**config.mk**
```make
export PLATFORM = sky130hd
export DESIGN_NAME = rts_ring_to_idle
export DESIGN_NICKNAME = d
export VERILOG_FILES = /design/src/rtl/rts_pkg.sv /design/src/rtl/rts_cfg_clamp.sv /design/src/rtl/rts_tick_cnt.sv /design/src/rtl/rts_seq_fsm.sv /design/src/rtl/rts_ring_to_idle.sv
export SDC_FILE = /design/constraint.sdc
export NUM_CORES = 1
export LEC_CHECK = 0
export ABC_AREA = 1
export BUFFER_PORTS_ARGS = -buffer_cell sky130_fd_sc_hd__buf_2
export CAP_MARGIN = 20
export CORE_MARGIN = 4
export CORE_UTILIZATION = 50
export CTS_BUF_LIST = sky130_fd_sc_hd__clkbuf_16
export DETAILED_ROUTE_END_ITERATION = 12
export PLACE_DENSITY = 0.7
export SYNTH_ARGS = -nofsm -noshare
export SYNTH_HDL_FRONTEND = slang
export SYNTH_HIERARCHICAL = 1
export SYNTH_SLANG_ARGS = --single-unit
```
**constraint.sdc**
```tcl
create_clock -name clk -period 2.14 [get_ports clk]
set_input_delay 0.321 -clock clk [delete_from_list [all_inputs] [get_ports clk]]
set_output_delay 0.321 -clock clk [all_outputs]
set_load 0.005 [all_outputs]
```
**src/rtl/rts_pkg.sv**
```systemverilog
package rts_pkg;
   typedef enum logic [1:0] {
      ST_IDLE = 2'd0,
      ST_MBB  = 2'd1,
      ST_HOLD = 2'd2
   } seq_state_e;
endpackage

```
**src/rtl/rts_cfg_clamp.sv**
```systemverilog
module rts_cfg_clamp #(
   parameter int unsigned CFG_W      = 8,
   parameter int unsigned CNT_W      = 9,
   parameter int unsigned HOLD_MAX   = 25,
   parameter int unsigned FALL_TICKS = 3
) (
   input  logic [CFG_W-1:0] hold_raw,
   input  logic [CFG_W-1:0] half_raw,
   output logic [CNT_W-1:0] hold_eff,
   output logic [CNT_W-1:0] half_eff
);
   localparam int unsigned HOLD_MIN = FALL_TICKS + 1;
   localparam longint unsigned CFG_TOP = (64'd1 << CFG_W) - 1;

   logic [CNT_W-1:0] hold_w, half_w, hold_cap;

   assign hold_w = CNT_W'(hold_raw);
   assign half_w = CNT_W'(half_raw);

   // Clamp only when the field can exceed the legal hold
   generate
      if (CFG_TOP > HOLD_MAX) begin : g_cap
         assign hold_cap = (hold_w > CNT_W'(HOLD_MAX)) ? CNT_W'(HOLD_MAX) : hold_w;
      end else begin : g_nocap
         assign hold_cap = hold_w;
      end
   endgenerate

   assign hold_eff = (hold_cap < CNT_W'(HOLD_MIN)) ? CNT_W'(HOLD_MIN) : hold_cap;
   assign half_eff = (half_w == '0) ? CNT_W'(1) : half_w;

   always_comb begin
      p_hold_capped_r6: assert (hold_eff <= CNT_W'(HOLD_MAX) && hold_eff > CNT_W'(FALL_TICKS))
         else $error("hold out of range");
   end
endmodule

```
**src/rtl/rts_tick_cnt.sv**
```systemverilog
module rts_tick_cnt #(
   parameter int unsigned CNT_W = 9
) (
   input  logic             clk,
   input  logic             rst_n,
   input  logic             clr,
   input  logic             inc,
   output logic [CNT_W-1:0] cnt_q,
   output logic [CNT_W-1:0] cnt_next
);
   localparam logic [CNT_W-1:0] CNT_TOP = '1;

   assign cnt_next = cnt_q + CNT_W'(1);

   always_ff @(posedge clk or negedge rst_n) begin
      if (!rst_n)                     cnt_q <= '0;
      else if (clr)                   cnt_q <= '0;
      else if (inc && cnt_q != CNT_TOP) cnt_q <= cnt_next;
   end
endmodule

```
**src/rtl/rts_seq_fsm.sv**
```systemverilog
module rts_seq_fsm
   import rts_pkg::*;
#(
   parameter int unsigned CNT_W      = 9,
   parameter int unsigned HOLD_MAX   = 25,
   parameter int unsigned FALL_TICKS = 3
) (
   input  logic             clk,
   input  logic             rst_n,
   input  logic             req,
   input  logic             bbm,
   input  logic             tick,
   input  logic [CNT_W-1:0] hold_eff,
   input  logic [CNT_W-1:0] half_eff,
   input  logic [CNT_W-1:0] cnt_next,
   output logic             cnt_clr,
   output logic             cnt_inc,
   output logic             sel_q,
   output logic             sd_q,
   output logic             done_q,
   output logic             busy
);
   seq_state_e       st_q;
   logic [CNT_W-1:0] hold_r, half_r;
   logic             accept, at_fall, at_hold, at_half;

   assign accept  = (st_q == ST_IDLE) && req;   // only idle accepts
   assign cnt_clr = accept;
   assign cnt_inc = (st_q != ST_IDLE) && tick;
   assign busy    = (st_q != ST_IDLE);

   assign at_fall = tick && (cnt_next == CNT_W'(FALL_TICKS));
   assign at_hold = tick && (cnt_next == hold_r);
   assign at_half = tick && (cnt_next == half_r);

   always_ff @(posedge clk or negedge rst_n) begin
      if (!rst_n) begin
         st_q   <= ST_IDLE;
         sel_q  <= 1'b1;
         sd_q   <= 1'b0;
         done_q <= 1'b0;
         hold_r <= '0;
         half_r <= '0;
      end else begin
         done_q <= 1'b0;
         unique case (st_q)
            ST_IDLE: if (accept) begin
               hold_r <= hold_eff;
               half_r <= half_eff;
               if (bbm) begin
                  sd_q <= 1'b1;
                  st_q <= ST_HOLD;
               end else begin
                  sel_q <= 1'b0;
                  st_q  <= ST_MBB;
               end
            end
            ST_MBB: if (at_half) begin
               done_q <= 1'b1;
               st_q   <= ST_IDLE;
            end
            ST_HOLD: begin
               if (at_fall) sel_q <= 1'b0;
               if (at_hold) begin
                  sd_q   <= 1'b0;
                  done_q <= 1'b1;
                  st_q   <= ST_IDLE;
               end
            end
            default: st_q <= ST_IDLE;
         endcase
      end
   end

   // Tick count while the override is held, used only by the R7 check
   logic [CNT_W-1:0] sd_ticks;
   always_ff @(posedge clk or negedge rst_n) begin
      if (!rst_n)              sd_ticks <= '0;
      else if (!sd_q)          sd_ticks <= '0;
      else if (tick && sd_ticks != '1) sd_ticks <= sd_ticks + CNT_W'(1);
   end

   p_mbb_no_override_r2: assert property (@(posedge clk) disable iff (!rst_n)
      (st_q == ST_MBB) |-> !sd_q);
   p_override_keeps_sel_r4: assert property (@(posedge clk) disable iff (!rst_n)
      $rose(sd_q) |-> $stable(sel_q));
   p_sel_falls_guarded_r5: assert property (@(posedge clk) disable iff (!rst_n)
      $fell(sel_q) |-> (sd_q || st_q == ST_MBB));
   p_release_with_sel_low_r6: assert property (@(posedge clk) disable iff (!rst_n)
      $fell(sd_q) |-> (!sel_q && done_q));
   p_hold_bound_r7: assert property (@(posedge clk) disable iff (!rst_n)
      sd_ticks <= CNT_W'(HOLD_MAX));
   p_done_single_r9: assert property (@(posedge clk) disable iff (!rst_n)
      done_q |=> !done_q);
   p_sel_no_rise_r10: assert property (@(posedge clk) disable iff (!rst_n)
      !$rose(sel_q));
endmodule

```
**src/rtl/rts_ring_to_idle.sv**
```systemverilog
module rts_ring_to_idle #(
   parameter int unsigned CFG_W      = 8,
   parameter int unsigned HOLD_MAX   = 25,
   parameter int unsigned FALL_TICKS = 3
) (
   input  logic             clk,
   input  logic             rst_n,
   input  logic             bbm_mode,
   input  logic             stop_req,
   input  logic             ms_tick,
   input  logic [CFG_W-1:0] hold_ticks,
   input  logic [CFG_W-1:0] half_ticks,
   output logic             sel_ring,
   output logic             sd_pull_low,
   output logic             busy,
   output logic             done
);
   localparam int unsigned CNT_W = CFG_W + 1;

   generate
      if (FALL_TICKS < 1 || FALL_TICKS >= HOLD_MAX) begin : g_bad_fall
         $error("FALL_TICKS must lie in 1..HOLD_MAX-1");
      end
      if (CFG_W < 2 || CFG_W > 24) begin : g_bad_width
         $error("CFG_W must lie in 2..24");
      end
   endgenerate

   logic [CNT_W-1:0] hold_eff, half_eff, cnt_q, cnt_next;
   logic             cnt_clr, cnt_inc;

   rts_cfg_clamp #(
      .CFG_W(CFG_W), .CNT_W(CNT_W), .HOLD_MAX(HOLD_MAX), .FALL_TICKS(FALL_TICKS)
   ) u_clamp (
      .hold_raw(hold_ticks), .half_raw(half_ticks),
      .hold_eff(hold_eff), .half_eff(half_eff)
   );

   rts_tick_cnt #(.CNT_W(CNT_W)) u_cnt (
      .clk(clk), .rst_n(rst_n), .clr(cnt_clr), .inc(cnt_inc),
      .cnt_q(cnt_q), .cnt_next(cnt_next)
   );

   rts_seq_fsm #(
      .CNT_W(CNT_W), .HOLD_MAX(HOLD_MAX), .FALL_TICKS(FALL_TICKS)
   ) u_fsm (
      .clk(clk), .rst_n(rst_n), .req(stop_req), .bbm(bbm_mode), .tick(ms_tick),
      .hold_eff(hold_eff), .half_eff(half_eff), .cnt_next(cnt_next),
      .cnt_clr(cnt_clr), .cnt_inc(cnt_inc),
      .sel_q(sel_ring), .sd_q(sd_pull_low), .done_q(done), .busy(busy)
   );
endmodule

```
After elaboration in Yosys (flattened, before gate mapping)

Index checks and enable logic that the tools add are counted.

Logic and storage cells: 58
Output and inout bits: 4
Register bits: 32
Input port bits: 21

Eq/ne operators: 12
$lt $le $gt $ge: 2
Mux-type cells: 21
Add/sub/neg operators: 1
Reductions and logical operators: 15

Operators by type and width:

| kind                                                                          | count |
|---|---|
| 9-bit two-way mux                                                             | 3 |
| 9-bit == test                                                                 | 2 |
| 8-bit two-way mux                                                             | 2 |
| 9-bit by 1-bit adder with 9-bit output (second input constant)                | 1 |
| 9-bit by 2-bit == test with 1-bit output (second input constant)              | 1 |
| 9-bit logical NOT                                                             | 1 |
| 9-bit by 3-bit less-than comparator with 1-bit output (second input constant) | 1 |
| 9-bit inequality test (second input constant)                                 | 1 |
| 8-bit by 5-bit > comparator with 1-bit output (second input constant)         | 1 |
| 1-bit two-way mux                                                             | 8 |
| 2-bit two-way mux                                                             | 4 |
| 4-bit AND reduction                                                           | 2 |
| 1-bit logical AND                                                             | 6 |
| 2-bit by 1-bit inequality test with 1-bit output (second input constant)      | 3 |
| 2-bit inequality test (second input constant)                                 | 3 |
| 1-bit case mux with 2 select lines                                            | 3 |
| 2-bit case mux with 3 select lines                                            | 1 |
| 2-bit nonzero test                                                            | 3 |
| 3-bit AND reduction                                                           | 1 |
| 2-bit by 1-bit == test with 1-bit output (second input constant)              | 1 |
| 2-bit == test (second input constant)                                         | 1 |
| 2-bit logical NOT                                                             | 1 |
| 2-bit AND reduction                                                           | 1 |

Depth between registers and ports, before layout

Word-level depth: 5
Depth in mapped cells: 14
Depth with buffers taken out: 14

Hierarchy

The synthesis kept the hierarchy.

By module, submodules not included:

| module        | area each (um^2) | cells an instance | times used |
|---|---|---|---|
| rts_seq_fsm   | 1,326.3          | 188               | 1 |
| rts_tick_cnt  | 516.7            | 70                | 1 |
| rts_cfg_clamp | 211.5            | 40                | 1 |

Worst setup path after synthesis

Ideal clock, no wire load.

Kind: reg-to-reg
Start point: register u_cnt.cnt_q[0]
End point: register u_fsm.st_q[0]
Setup slack: 0.242 ns
Required time: 2.023 ns
Stages on the path, launching flop included: 12
Data arrival time: 1.781 ns
Path buffers: 0
Library setup time: 0.117 ns
Path through: dfrtp_1 > ha_1 > nand3_1 > nor2_1 > ha_1 > xor2_1 > nor2_1 > nand2_1 > o21ai_2 > nand3_2 > nand2_1 > nand2_1

Longest elaborated chain between the ends: 5
Elaborated cells between the ends (all ways): 8
Those cells by class: 1 x add/sub; 4 x eq/ne; 3 x reduce/logical

Ends and longest elaborated chain:

| item                                                       | RTL line                             | text |
|---|---|---|
| start, declared                                            | rts_tick_cnt.sv:8                    | `output logic [CNT_W-1:0] cnt_q,` |
| start signal, assigned                                     | rts_tick_cnt.sv:18                   | `else if (inc && cnt_q != CNT_TOP) cnt_q <= cnt_next;` |
| 9-bit by 1-bit adder with 9-bit output (*)                 | rts_tick_cnt.sv:13                   | `assign cnt_next = cnt_q + CNT_W'(1);` |
| net cnt_next[8]                                            | rts_ring_to_idle.sv:29               | `logic [CNT_W-1:0] hold_eff, half_eff, cnt_q, cnt_next;` |
| 9-bit == test (on tied branches)                           | rts_seq_fsm.sv:33, rts_seq_fsm.sv:34 |  |
| 1-bit logical AND (on tied branches)                       | rts_seq_fsm.sv:33, rts_seq_fsm.sv:34 |  |
| 2-bit by 1-bit inequality test with 1-bit output (no line) | n/a                                  |  |
| 3-bit AND reduction (no line) (*)                          | n/a                                  |  |
| end signal, assigned                                       | rts_seq_fsm.sv:38                    | `st_q <= ST_IDLE;` |
| end signal, assigned                                       | rts_seq_fsm.sv:52                    | `st_q <= ST_HOLD;` |
| end signal, assigned                                       | rts_seq_fsm.sv:55                    | `st_q <= ST_MBB;` |
| end, declared                                              | rts_seq_fsm.sv:23                    | `seq_state_e st_q;` |

Mark *: on every way through the listed nets, which the timed path passes. The rest lies on a longest branch.
A chain may end at the register's enable or synchronous reset.

Worst setup path after layout

Start point: register u_cnt.cnt_q[1]
End point: register u_fsm.st_q[1]

The elaborated chain is that of the path after synthesis.

==> results.ini <==
[synth]
avgSynthCellArea_um2=6.894
muxShareOfSynthArea=0
synth_warnings=6
ys_seq_area_frac=0.3904
yosys_register_bits=32
synthSimpleGateAreaFrac=0.3654
synth_compound_area_frac=0.06699
synthAdderAreaFrac=0.03045
synthXorXnorAreaFrac=0.02984
synth_top_family_by_area=simple AND/OR/NAND/NOR gates
ys_types=33
syn_area_um2=2054
synth_cells=298

[layout]
final_cell_mix=nand2_1, inv_1, dfrtp_1, buf_2, nor2_1
area_growth_pct=17.42
final_cells=374
multiInputGateArea_um2=1065
nFillCells=391
layout_commonest_cell=nand2_1
nets=349
seq_area_um2=804.5
antenna_cells=0
drive_above_1_share=0.2037

[die]
start_util=0.5136
die_w_um=72.10
std_cell_rows=23
ioPinCount=25
placeableCoreArea_um2=4000
dieHeight_um=72.10
dieArea_um2=5198

[drt]
drt-total-wl_mm=4.372
viasPerCell=4.783
drtPass1Iterations=4
detail-route-antenna-nets=0
drc=0
vias=1789
drt_iter0_drc=114
avgRoutedWirePerCell_um=11.69

[timing]
final-hold-violation-count=0
fin_crit_sh=0.9484
holdWs_ps=101.4
slew_viol_final=0
rsz0062_at_grt=yes
setup_viol=0
fin_skew_ps=6.024
tightestPinTransition_ps=726.0
max_slew_margin=0.5160
fin_crit_ps=2029
fmax_mhz=492.7

[setup_path]
cp_top_family=simple AND/OR/NAND/NOR gates
cp.arrival_ps=2200
worstSetupEndpointType=flip-flop
crit_chain=ha_1, nand3_1, o21ai_1, and2_1, nand2_1, inv_1, nor2_1, nor2_1, nand2_1, o21bai_2, nand3_2, nand2_1, nand2_1
required_ps=2310
cp-start-kind=flip-flop
path_class=flip-flop to flip-flop
cp.buffers_inverters=1
crit_top_cell=nand2_1
cp_slowest_cell=dfrtp_1
cp_slowest_stage_delay_ps=410
path_max_fanout=4

[global_route]
grt_util_met3=0.04571
grt_pass1_vias=1670
antenna_found_initial=0
grt_use_met1=0.2407
grt_pass1_wl_mm=7.534
global_route.usage.met2=0.3155
grt_most_used_layer=met2
grt_max_degree=33
overflow=0
track_usage=0.1902

[outcome]
outcome=complete, no violations

[clock_tree]
numCtsBuffers=5
cts_tree=built
cts_root_buf=clkbuf_16
path_clk_slew_ps=50
htree_num_levels=2
hold_buffers=0
clock_path_buffers=2
clkSinkCount=32
clock_latency_ps=280

[placed_design]
finalWeightedCongestion=0.9268
io_buffers=24
place_hpwl_mm=3.270
dp_cells=365

[job]
drv_cap=0

[power_and_ir_drop]
pwr_density_cell_nw_per_um2=1120
power.leakage_uw=0.001285
peakVddDrop_mv=0.8210

[hold_path]
min_path_type=primary input to asynchronous set/reset pin

==> registers in the layout, indices dropped and copies added, names as in the netlist <==
register,cells
u_fsm/sd_q,1
u_fsm/sel_q,1
u_fsm/done_q,1
u_fsm/st_q,2
u_fsm/hold_r,9
u_cnt/cnt_q,9
u_fsm/half_r,9
==> cell families (layout without fill, tap and decap cells) <==
group	count (synthesis)	count (layout)
other	1	5
AOI/OAI and AO/OA	23	23
buffers and inverters	57	79
xor gates and xnor gates	7	7
adders and majority gates	5	5
DFF	32	32
and+or+nand+nor	173	173
==> per-stage QoR <==
| stage | setup TNS [ps] | setup WS [ps] | total power, uW | cell area [um^2] | utilization |
|---|---|---|---|---|---|
| 2_1_floorplan | 0 | 242.3 | 1631 | 2069 | - |
| 3_3_place_gp | 0 | 98.62 | 1867 | 2205 | 0.5511 |
| 3_5_place_dp | 0 | 43.24 | 1881 | 2205 | 0.5511 |
| 4_1_cts | 0 | 27.38 | 2698 | 2369 | 0.5921 |
| 5_1_grt | -59.38 | -32.60 | 2929 | 2412 | 0.6031 |
| 6_report | 0 | 110.5 | 2703 | 2412 | 0.6031 |
==> metal layers <==
layer | wire length (um) | vias up
met5 | 0 | -
met4 | 71 | 0
met3 | 189 | 5
met2 | 2102 | 30
met1 | 2008 | 815
li1 | - | 939
==> path summary, 6_finish.rpt <==
check                           depth (start not counted)              end            from  slack, ps
worst max-delay path                                   13    u_fsm/st_q[1]  u_cnt/cnt_q[1]        110
worst min-delay path                                    1   u_cnt/cnt_q[5]           rst_n        100
worst max register to register                         13    u_fsm/st_q[1]  u_cnt/cnt_q[1]        110
worst min register to register                          1      u_fsm/sel_q     u_fsm/sel_q        490
max in group asynchronous                               1   u_cnt/cnt_q[4]           rst_n       1530
min in group clk                                        3  u_fsm/half_r[6]   half_ticks[6]        260
==> where the power goes <==
group	switching (uW)	internal [uW]	total [uW]
Sequential	128	795	923
Combinational	630	360	990
Clock	248	541	789
==> synthesized netlist by cell type, drive strengths merged <==
library cell | count | area share
nand2 | 116 | 0.22
inv | 41 | 0.075
nor2 | 33 | 0.076
dfrtp | 31 | 0.38
o21ai | 16 | 0.041
nand3 | 13 | 0.041
clkbuf | 8 | 0.015
buf | 7 | 0.023
ha | 5 | 0.030
xor2 | 4 | 0.017
and2 | 3 | 0.0091
nand4 | 3 | 0.0091
xnor2 | 3 | 0.013
a21boi | 2 | 0.0073
a21oi | 2 | 0.0067
nor3 | 2 | 0.0049
o21bai | 2 | 0.0091
or2 | 2 | 0.0061
clkinv | 1 | 0.0024
conb | 1 | 0.0018
dfstp | 1 | 0.013
nor4 | 1 | 0.0030
o22ai | 1 | 0.0030
==> what timing repair did <==
item                                    CTS  global route
endpoints found under the setup margin    0             5
setup buffers                             0             1
resized for setup                         0            13
==> cell type report <==
type / instances / share of cell area
Multi-Input combinational cell: 213 / 0.4414
Sequential cell: 32 / 0.3335
Tap cell: 50 / 0.02593
Timing Repair Buffer: 29 / 0.06535
Clock inverter: 3 / 0.01608
Inverter: 42 / 0.06587
Clock buffer: 5 / 0.05187
(Power assumes the default switching activity.)
